<file path="src/rtl/dac_cmd_core.sv">
module dac_cmd_core #(
  parameter int NCH     = 32,
  parameter int DW      = 14,
  parameter int AW      = 5,
  parameter int CLR_CYC = 1750,
  parameter int RST_CYC = 6750
) (
  input  logic              clk,
  input  logic              rst_n,
  input  logic              cmd_valid,
  input  logic [AW+DW+1:0]  cmd_word,
  input  logic              clr_n_pin,
  input  logic              pd_pin,
  input  logic [1:0]        rd_sel,
  input  logic [AW-1:0]     rd_ch,
  output logic [DW-1:0]     rd_data,
  output logic              busy_n,
  output logic              pd_active
);

  localparam int MAXC = (CLR_CYC > RST_CYC) ? CLR_CYC : RST_CYC;
  localparam int CW   = $clog2(MAXC + 1);
  localparam logic [AW-1:0] OP_CCW  = AW'(1);
  localparam logic [AW-1:0] OP_SCLR = AW'(2);
  localparam logic [AW-1:0] OP_PD   = AW'(8);
  localparam logic [AW-1:0] OP_PU   = AW'(9);
  localparam logic [AW-1:0] OP_RST  = AW'(15);
  localparam logic [DW-1:0] FULL    = '1;

  logic [DW-1:0] dat_q [NCH];
  logic [DW-1:0] gain_q [NCH];
  logic [DW-1:0] offs_q [NCH];
  logic [DW-1:0] clr_code;
  logic          soft_pd;
  logic [CW-1:0] busy_cnt;
  logic [2:0]    clr_sync;

  wire [1:0]    sel  = cmd_word[AW+DW+1 -: 2];
  wire [AW-1:0] addr = cmd_word[DW +: AW];
  wire [DW-1:0] dat  = cmd_word[DW-1:0];

  wire idle     = (busy_cnt == '0);
  wire wr_ok    = ~pd_active;
  wire clr_fall = clr_sync[2] & ~clr_sync[1];
  wire pin_clr  = clr_fall & idle & wr_ok;
  wire acc      = cmd_valid & idle & ~pin_clr;
  wire sfr      = acc & (sel == 2'b00);
  wire op_ccw   = sfr & (addr == OP_CCW) & wr_ok;
  wire op_sclr  = sfr & (addr == OP_SCLR) & wr_ok;
  wire op_pd    = sfr & (addr == OP_PD);
  wire op_pu    = sfr & (addr == OP_PU);
  wire op_rst   = sfr & (addr == OP_RST);
  wire ch_ok    = (int'(addr) < NCH);
  wire ch_wr    = acc & (sel != 2'b00) & wr_ok & ch_ok;
  wire bulk_clr = op_sclr | pin_clr;

  assign pd_active = pd_pin | soft_pd;
  assign busy_n    = idle;

  always_ff @(posedge clk or negedge rst_n) begin
    if (!rst_n) clr_sync <= '1;
    else        clr_sync <= {clr_sync[1:0], clr_n_pin};
  end

  always_ff @(posedge clk or negedge rst_n) begin
    if (!rst_n)        busy_cnt <= '0;
    else if (op_rst)   busy_cnt <= CW'(RST_CYC);
    else if (bulk_clr) busy_cnt <= CW'(CLR_CYC);
    else if (!idle)    busy_cnt <= busy_cnt - 1'b1;
  end

  always_ff @(posedge clk or negedge rst_n) begin
    if (!rst_n) begin
      clr_code <= '0;
      soft_pd  <= 1'b0;
    end else if (op_rst) begin
      clr_code <= '0;
      soft_pd  <= 1'b0;
    end else begin
      if (op_ccw) clr_code <= dat;
      if (op_pd)  soft_pd  <= 1'b1;
      else if (op_pu) soft_pd <= 1'b0;
    end
  end

  always_ff @(posedge clk or negedge rst_n) begin
    if (!rst_n) begin
      for (int i = 0; i < NCH; i++) begin
        dat_q[i]  <= '0;
        gain_q[i] <= FULL;
        offs_q[i] <= '0;
      end
    end else if (op_rst) begin
      for (int i = 0; i < NCH; i++) begin
        dat_q[i]  <= '0;
        gain_q[i] <= FULL;
        offs_q[i] <= '0;
      end
    end else if (bulk_clr) begin
      for (int i = 0; i < NCH; i++) dat_q[i] <= clr_code;
    end else if (ch_wr) begin
      case (sel)
        2'b11:   dat_q[addr]  <= dat;
        2'b01:   gain_q[addr] <= dat;
        default: offs_q[addr] <= dat;
      endcase
    end
  end

  wire rd_ok = (int'(rd_ch) < NCH);

  always_comb begin
    rd_data = '0;
    case (rd_sel)
      2'b00: rd_data = clr_code;
      2'b01: if (rd_ok) rd_data = gain_q[rd_ch];
      2'b10: if (rd_ok) rd_data = offs_q[rd_ch];
      default: if (rd_ok) rd_data = dat_q[rd_ch];
    endcase
  end

  p_ccw_load_r3: assert property (@(posedge clk) disable iff (!rst_n)
    (cmd_valid && busy_n && !pd_active && sel == 2'b00 && addr == OP_CCW && clr_sync[2:1] != 2'b10)
      |=> clr_code == $past(dat));

  p_sclr_busy_r4: assert property (@(posedge clk) disable iff (!rst_n)
    (cmd_valid && busy_n && !pd_active && sel == 2'b00 && addr == OP_SCLR) |=> !busy_n);

  p_pd_enter_r6: assert property (@(posedge clk) disable iff (!rst_n)
    (acc && sel == 2'b00 && addr == OP_PD) |=> pd_active);

  p_pu_leave_r6: assert property (@(posedge clk) disable iff (!rst_n)
    ($past(op_pu) && !pd_pin) |-> !pd_active);

  p_pd_keep_r7: assert property (@(posedge clk) disable iff (!rst_n)
    (pd_active && cmd_valid && sel == 2'b00 && addr == OP_CCW) |=> $stable(clr_code));

  p_pd_nobusy_r7: assert property (@(posedge clk) disable iff (!rst_n)
    (pd_active && busy_n && !(cmd_valid && sel == 2'b00 && addr == OP_RST)) |=> busy_n);

  p_rst_dflt_r8: assert property (@(posedge clk) disable iff (!rst_n)
    op_rst |=> (clr_code == '0 && !soft_pd && !busy_n));

  p_busy_hold_r9: assert property (@(posedge clk) disable iff (!rst_n)
    !busy_n |=> ($stable(clr_code) && $stable(soft_pd)));

endmodule

</file>
<file path="config.mk">
export PLATFORM = sky130hd
export DESIGN_NAME = dac_cmd_core
export DESIGN_NICKNAME = d
export VERILOG_FILES = /design/src/rtl/dac_cmd_core.sv
export SDC_FILE = /design/constraint.sdc
export NUM_CORES = 2
export LEC_CHECK = 0
export BUFFER_PORTS_ARGS = -buffer_cell sky130_fd_sc_hd__buf_2
export CORE_MARGIN = 2
export CORE_UTILIZATION = 44
export DETAILED_ROUTE_END_ITERATION = 10
export PLACE_DENSITY_LB_ADDON = 0.15
export SLEW_MARGIN = 20
export SYNTH_ARGS = -nofsm -noshare
export SYNTH_HDL_FRONTEND = slang
export SYNTH_SLANG_ARGS = --single-unit
</file>
<file path="constraint.sdc">
create_clock -name clk -period 3.3 [get_ports clk]
set_input_delay 0.33 -clock clk [delete_from_list [all_inputs] [get_ports clk]]
set_output_delay 0.33 -clock clk [all_outputs]
set_load 0.02 [all_outputs]
</file>
After elaboration in Yosys (flattened, before gate mapping)
Cells that the tools add are included.

storage, ports and cells
  flip-flop bits (word level) = 1375
  input port bits = 33
  output and inout bits = 16
  logic and storage cells = 188

cells by class
  $add $sub $neg = 1
  $lt $le $gt $ge = 3
  equality and inequality tests = 12
  mux-type cells = 35
  bitwise gates (word level) = 22
  reduce and logical (&&, ||, !) cells = 15

operators with widths
  operator               number
  $mux 448               12
  $bwmux 448             3
  $bmux 14 s5            3
  $mux 14                9
  $demux 14 s5           1
  $pmux 14 s3            1
  $mux 13                3
  $and 1x1->1            15
  $eq 5x4->1 const B     3
  $logic_not 13->1       1
  $sub 13x1->13 const B  1
  $ge 6x6->1 const B     2
  $not 5->6              2
  $reduce_bool 3->1      3
  $reduce_bool 2->1      4
  $lt 6x1->1 const B     1
  $reduce_and 3->1       2
  $eq 5x1->1 const B     1
  $eq 5x2->1 const B     1
  $eq 2x1->1 const B     2
  $eq 2x2->1 const B     2
  $logic_not 2->1        2
  $mux 1                 3
  $ne 3x1->1 const B     1
  7 further kinds        10

Depth between registers and ports, before layout
  word-level depth = 12
  mapped depth = 12
  gate-level depth less buffers = 8

Least setup slack after synthesis
OpenSTA, ideal clock, no wires.

  path type = input port to output port
  from = in rd_ch[0]
  to = out rd_data[3]
  data arrival time = 2.424 ns
  required time = 2.970 ns
  setup slack = 0.546 ns
  stages = 9
  buffers on the path = 4
  cell sequence = buf_4 > buf_4 > buf_2 > buf_2 > mux4_2 > a221oi_1 > nand3_1 > nand2_1 > nand3_1

on the way
  longest elaborated chain between the ends = 5
  elaborated cells between the ends (all ways) = 11
  those cells by class = mux (10); bitwise (1)

ends and longest elaborated chain
  item                                             RTL line       RTL
  from (decl)                                      15             input logic [AW-1:0] rd_ch,
  $not 5->6 (implied by the code) (*)              116, 117, 118
  $bmux 14 s5, on equally long branches            118, 116, 117
  $mux 14, on equally long branches (2 in series)  118, 116, 117
  $pmux 14 s3 (*)                                  114            case (rd_sel)
  to (decl)                                        16             output logic [DW-1:0] rd_data,

Mark *: on every way between the ends. The rest lies on a longest branch, timed or not. The select of a mux whose other input is x is not followed.

Worst setup path after layout
  from = reg gain_q[61] (netlist bit)
  to = out rd_data[5]

on the way
  longest elaborated chain between the ends = 4

ends and longest elaborated chain
  item                                         RTL line  RTL
  from (decl)                                  31        logic [DW-1:0] gain_q [NCH];
  from (signal, indexed assignment)            104       2'b01: gain_q[addr] <= dat;
  $bmux 14 s5                                  116       2'b01: if (rd_ok) rd_data = gain_q[rd_ch];
  $mux 14 (implied by the code) (2 in series)  116
  $pmux 14 s3                                  114

No other way between the ends. The select of a mux whose other input is x is not followed.

==> out/results.ini <==
[logic_synthesis]
synth_nets=5991
yosys.area.top_type_share=0.350
ys_types=75
ys_top_cells_by_area=dfrtp_1, dfstp_2, mux4_2, nor2_1, a21oi_1
yosysMostFrequentCell=nor2_1
ys_ff_latch=1375
synthCells=5956
synthFlopType=dfrtp_1
yosysSeqAreaShare=0.530
synth-edff-count=0
yosys_warnings=0
synthArstFlopShare=1.00
syn_area_sq_um=66000
yosys-top-cells-count=nor2_1, dfrtp_1, a21oi_1
yosysTopAreaCell=dfrtp_1
avgSynthCellArea_sq_um=11.1

[routing]
wirelength_mm=235
firstDrtPassIters=5
wl_per_cell_um=28.5
drc_errors=0
vias=50200
antenna_left=0
vias_per_cell=6.08
drt_iter0_drc=4716

[final_layout]
final-seq-area_sq_um=35000
area_growth_pct=16.4
multiInputGateArea_sq_um=28900
design_area_sq_um=76800
nNetsFinal=6152
layout-drive-gt1-share=0.307
final.fill_count=13300

[placement]
place_area_sq_um=71000
dp_slack_ns=-0.469
port_buffers=48
dp_hpwl_mm=153
place.gp.congestion=0.899

[clock_tree]
cts-root-buf=clkbuf_16
cts_buffers=154
clockBufferDepth=3
numClockSinks=1375
cts_max_level=4
cts_tree=done
clk_pin_slew_ns=0.06
insertion_delay_ns=0.83

[global_routing]
grt_pass1_vias=49600
grt_pass1_wl_mm=347
overflow=0
grt_use_total=0.308
antenna_found_initial=11
grt_max_degree=151

[sta]
relSlewSlack=0.331
tightest_slew_ns=1.00
finalHoldViolCount=0
rsz0062_at_grt=yes
max_freq_mhz=297
min_period_over_period=1.02
setup-violations-final=5
hold_ws_ns=0.0451
slew_viol_final=0
postLayoutSetupSlackWorst_ns=-0.0675
finClkSkew_ns=0.0360
finalCriticalPeriod_ns=3.37

[die]
die-height_um=391
ios=49
initial_utilization=0.442
die_area_sq_um=153000
rows=142
chipWidth_um=391
core_area_sq_um=149000

[worst_setup_path]
worstPathMaxFanout=2
required_ns=2.97
slowest_delay_ns=0.57
worstSetupEndpointType=output pin
slowest_stage=mux4_2
path_class=reg -> out
arrival_ns=3.04
startpoint_type=flip-flop
path_cells=mux4_2 > mux4_2 > nor2_4 > nor3_2 > o21ai_1 > buf_4 > nand3_2 > buf_6 > buf_6

[power_and_ir_drop]
irDropWorstVdd_mv=0.546
leakagePower_nw=32.0
power.density_nw_per_um2=471
power_mw=36.2

[outcome]
violations=negative setup slack
run_status=finished with violations

[min_path]
hold_path_class=in -> async

[flow_run]
cap_viol_max_count=0

repair_timing:
action                                  4_1_cts  5_1_grt
endpoints found under the setup margin       14       54
buffers inserted                              4        4
pin swaps                                    23       16
resized for setup                           103       31
gates cloned                                  0        1
hold buffers                                  7        0
endpoints found under the hold margin       702        0
area by class of cell:
| class | instances | share of cell area |
|---|---|---|
| Sequential cell | 1375 | 0.455 |
| Timing Repair Buffer | 553 | 0.0703 |
| Tap cell | 2016 | 0.0328 |
| Clock buffer | 228 | 0.0578 |
| Multi-Input combinational cell | 4030 | 0.376 |
| Inverter | 3 | 0.000147 |
| Antenna cell | 7 | 0.000228 |
| Clock inverter | 47 | 0.00696 |
power breakdown:
part	switching, mW	internal, mW	total [mW]
sequential	0.00194	16.9	16.9
clock	7.38	9.64	17.0
combinational	1.58	0.692	2.27
total	8.96	27.2	36.2
metal layers:
metal	wire length, um	GRT usage	vias up	share of wire
met1	101000	0.438	26100	0.43
li1	-	-	21700	-
met3	19300	0.0661	427	0.082
met2	106000	0.464	2037	0.45
met5	0	0	-	0
met4	8960	0.115	0	0.038
registers in the layout, indices dropped and copies added (netlist names):
signal and flops:
clr_sync 3, offs_q 448, clr_code 14, busy_cnt 13, dat_q 448, soft_pd 1
gain_q 448
kinds of logic after synthesis:
| group | count (synthesis) | synth area share |
|---|---|---|
| AOI/OAI and AO/OA | 1812 | 0.191 |
| and+or+nand+nor | 1726 | 0.108 |
| DFF | 1375 | 0.530 |
| buffers and inverters | 552 | 0.0431 |
| muxes | 480 | 0.126 |
| xor gates and xnor gates | 9 | 0.00119 |
| adders and majority gates | 2 | 0.000379 |
worst max-delay path, delay by kind of cell, from the launching register on:
kind	cells	cell delay, ns
AO/OA/AOI/OAI	1	0.09
flip-flops	1	0.37
buffers and inverters	3	0.44
AND/OR/NAND/NOR	3	0.26
multiplexers	2	1.04
layout by cell type (no fill, tap or decap), types with 19 or more instances in the layout:
cell type / count
nor2_2: 24
nor2_1: 947
mux4_2: 267
clkbuf_1: 43
o21ai_0: 402
buf_12: 100
dfstp_2: 451
a31oi_1: 37
a22oi_1: 121
clkbuf_16: 154
a21oi_1: 537
nand2_1: 513
a211oi_2: 189
o21ai_4: 44
a22o_1: 19
clkinv_2: 25
dfrtp_1: 924
a21o_1: 75
mux2i_1: 170
buf_2: 33
and2_1: 76
a211oi_1: 226
o21ai_1: 30
clkbuf_8: 31
o211ai_2: 26
nor2b_1: 21
nand3_1: 42
buf_4: 398
mux2_2: 21
path summary, 6_finish.rpt:
| check | startpoint | end | slack (ns) | depth (start not counted) |
|---|---|---|---|---|
| max | gain_q[61]$_DFFE_PN1P_ | rd_data[5] | -0.07 | 9 |
| min | rst_n | offs_q[127]$_DFFE_PN0P_ | 0.05 | 2 |
| max reg2reg | busy_cnt[0]$_DFFE_PN0P_ | dat_q[348]$_DFFE_PN0P_ | 0.15 | 10 |
| min reg2reg | clr_sync[0]$_DFF_PN1_ | clr_sync[1]$_DFF_PN1_ | 0.35 | 0 |
| max in group asynchronous | rst_n | gain_q[286]$_DFFE_PN1P_ | 2.00 | 4 |
| min in group clk | cmd_word[5] | clr_code[5]$_DFFE_PN0P_ | 0.06 | 3 |
stage by stage:
stage / cells / util / setup TNS (ns)
CTS: 8249 / 0.513 / -0.422
global route: 8255 / 0.514 / -0.503
floorplan: 5956 / - / 0
detailed placement: 7963 / 0.475 / -2.05
finish: 8259 / 0.514 / -0.216
global placement: 7963 / 0.475 / -2.57
Power figures use the tool's default switching activity.
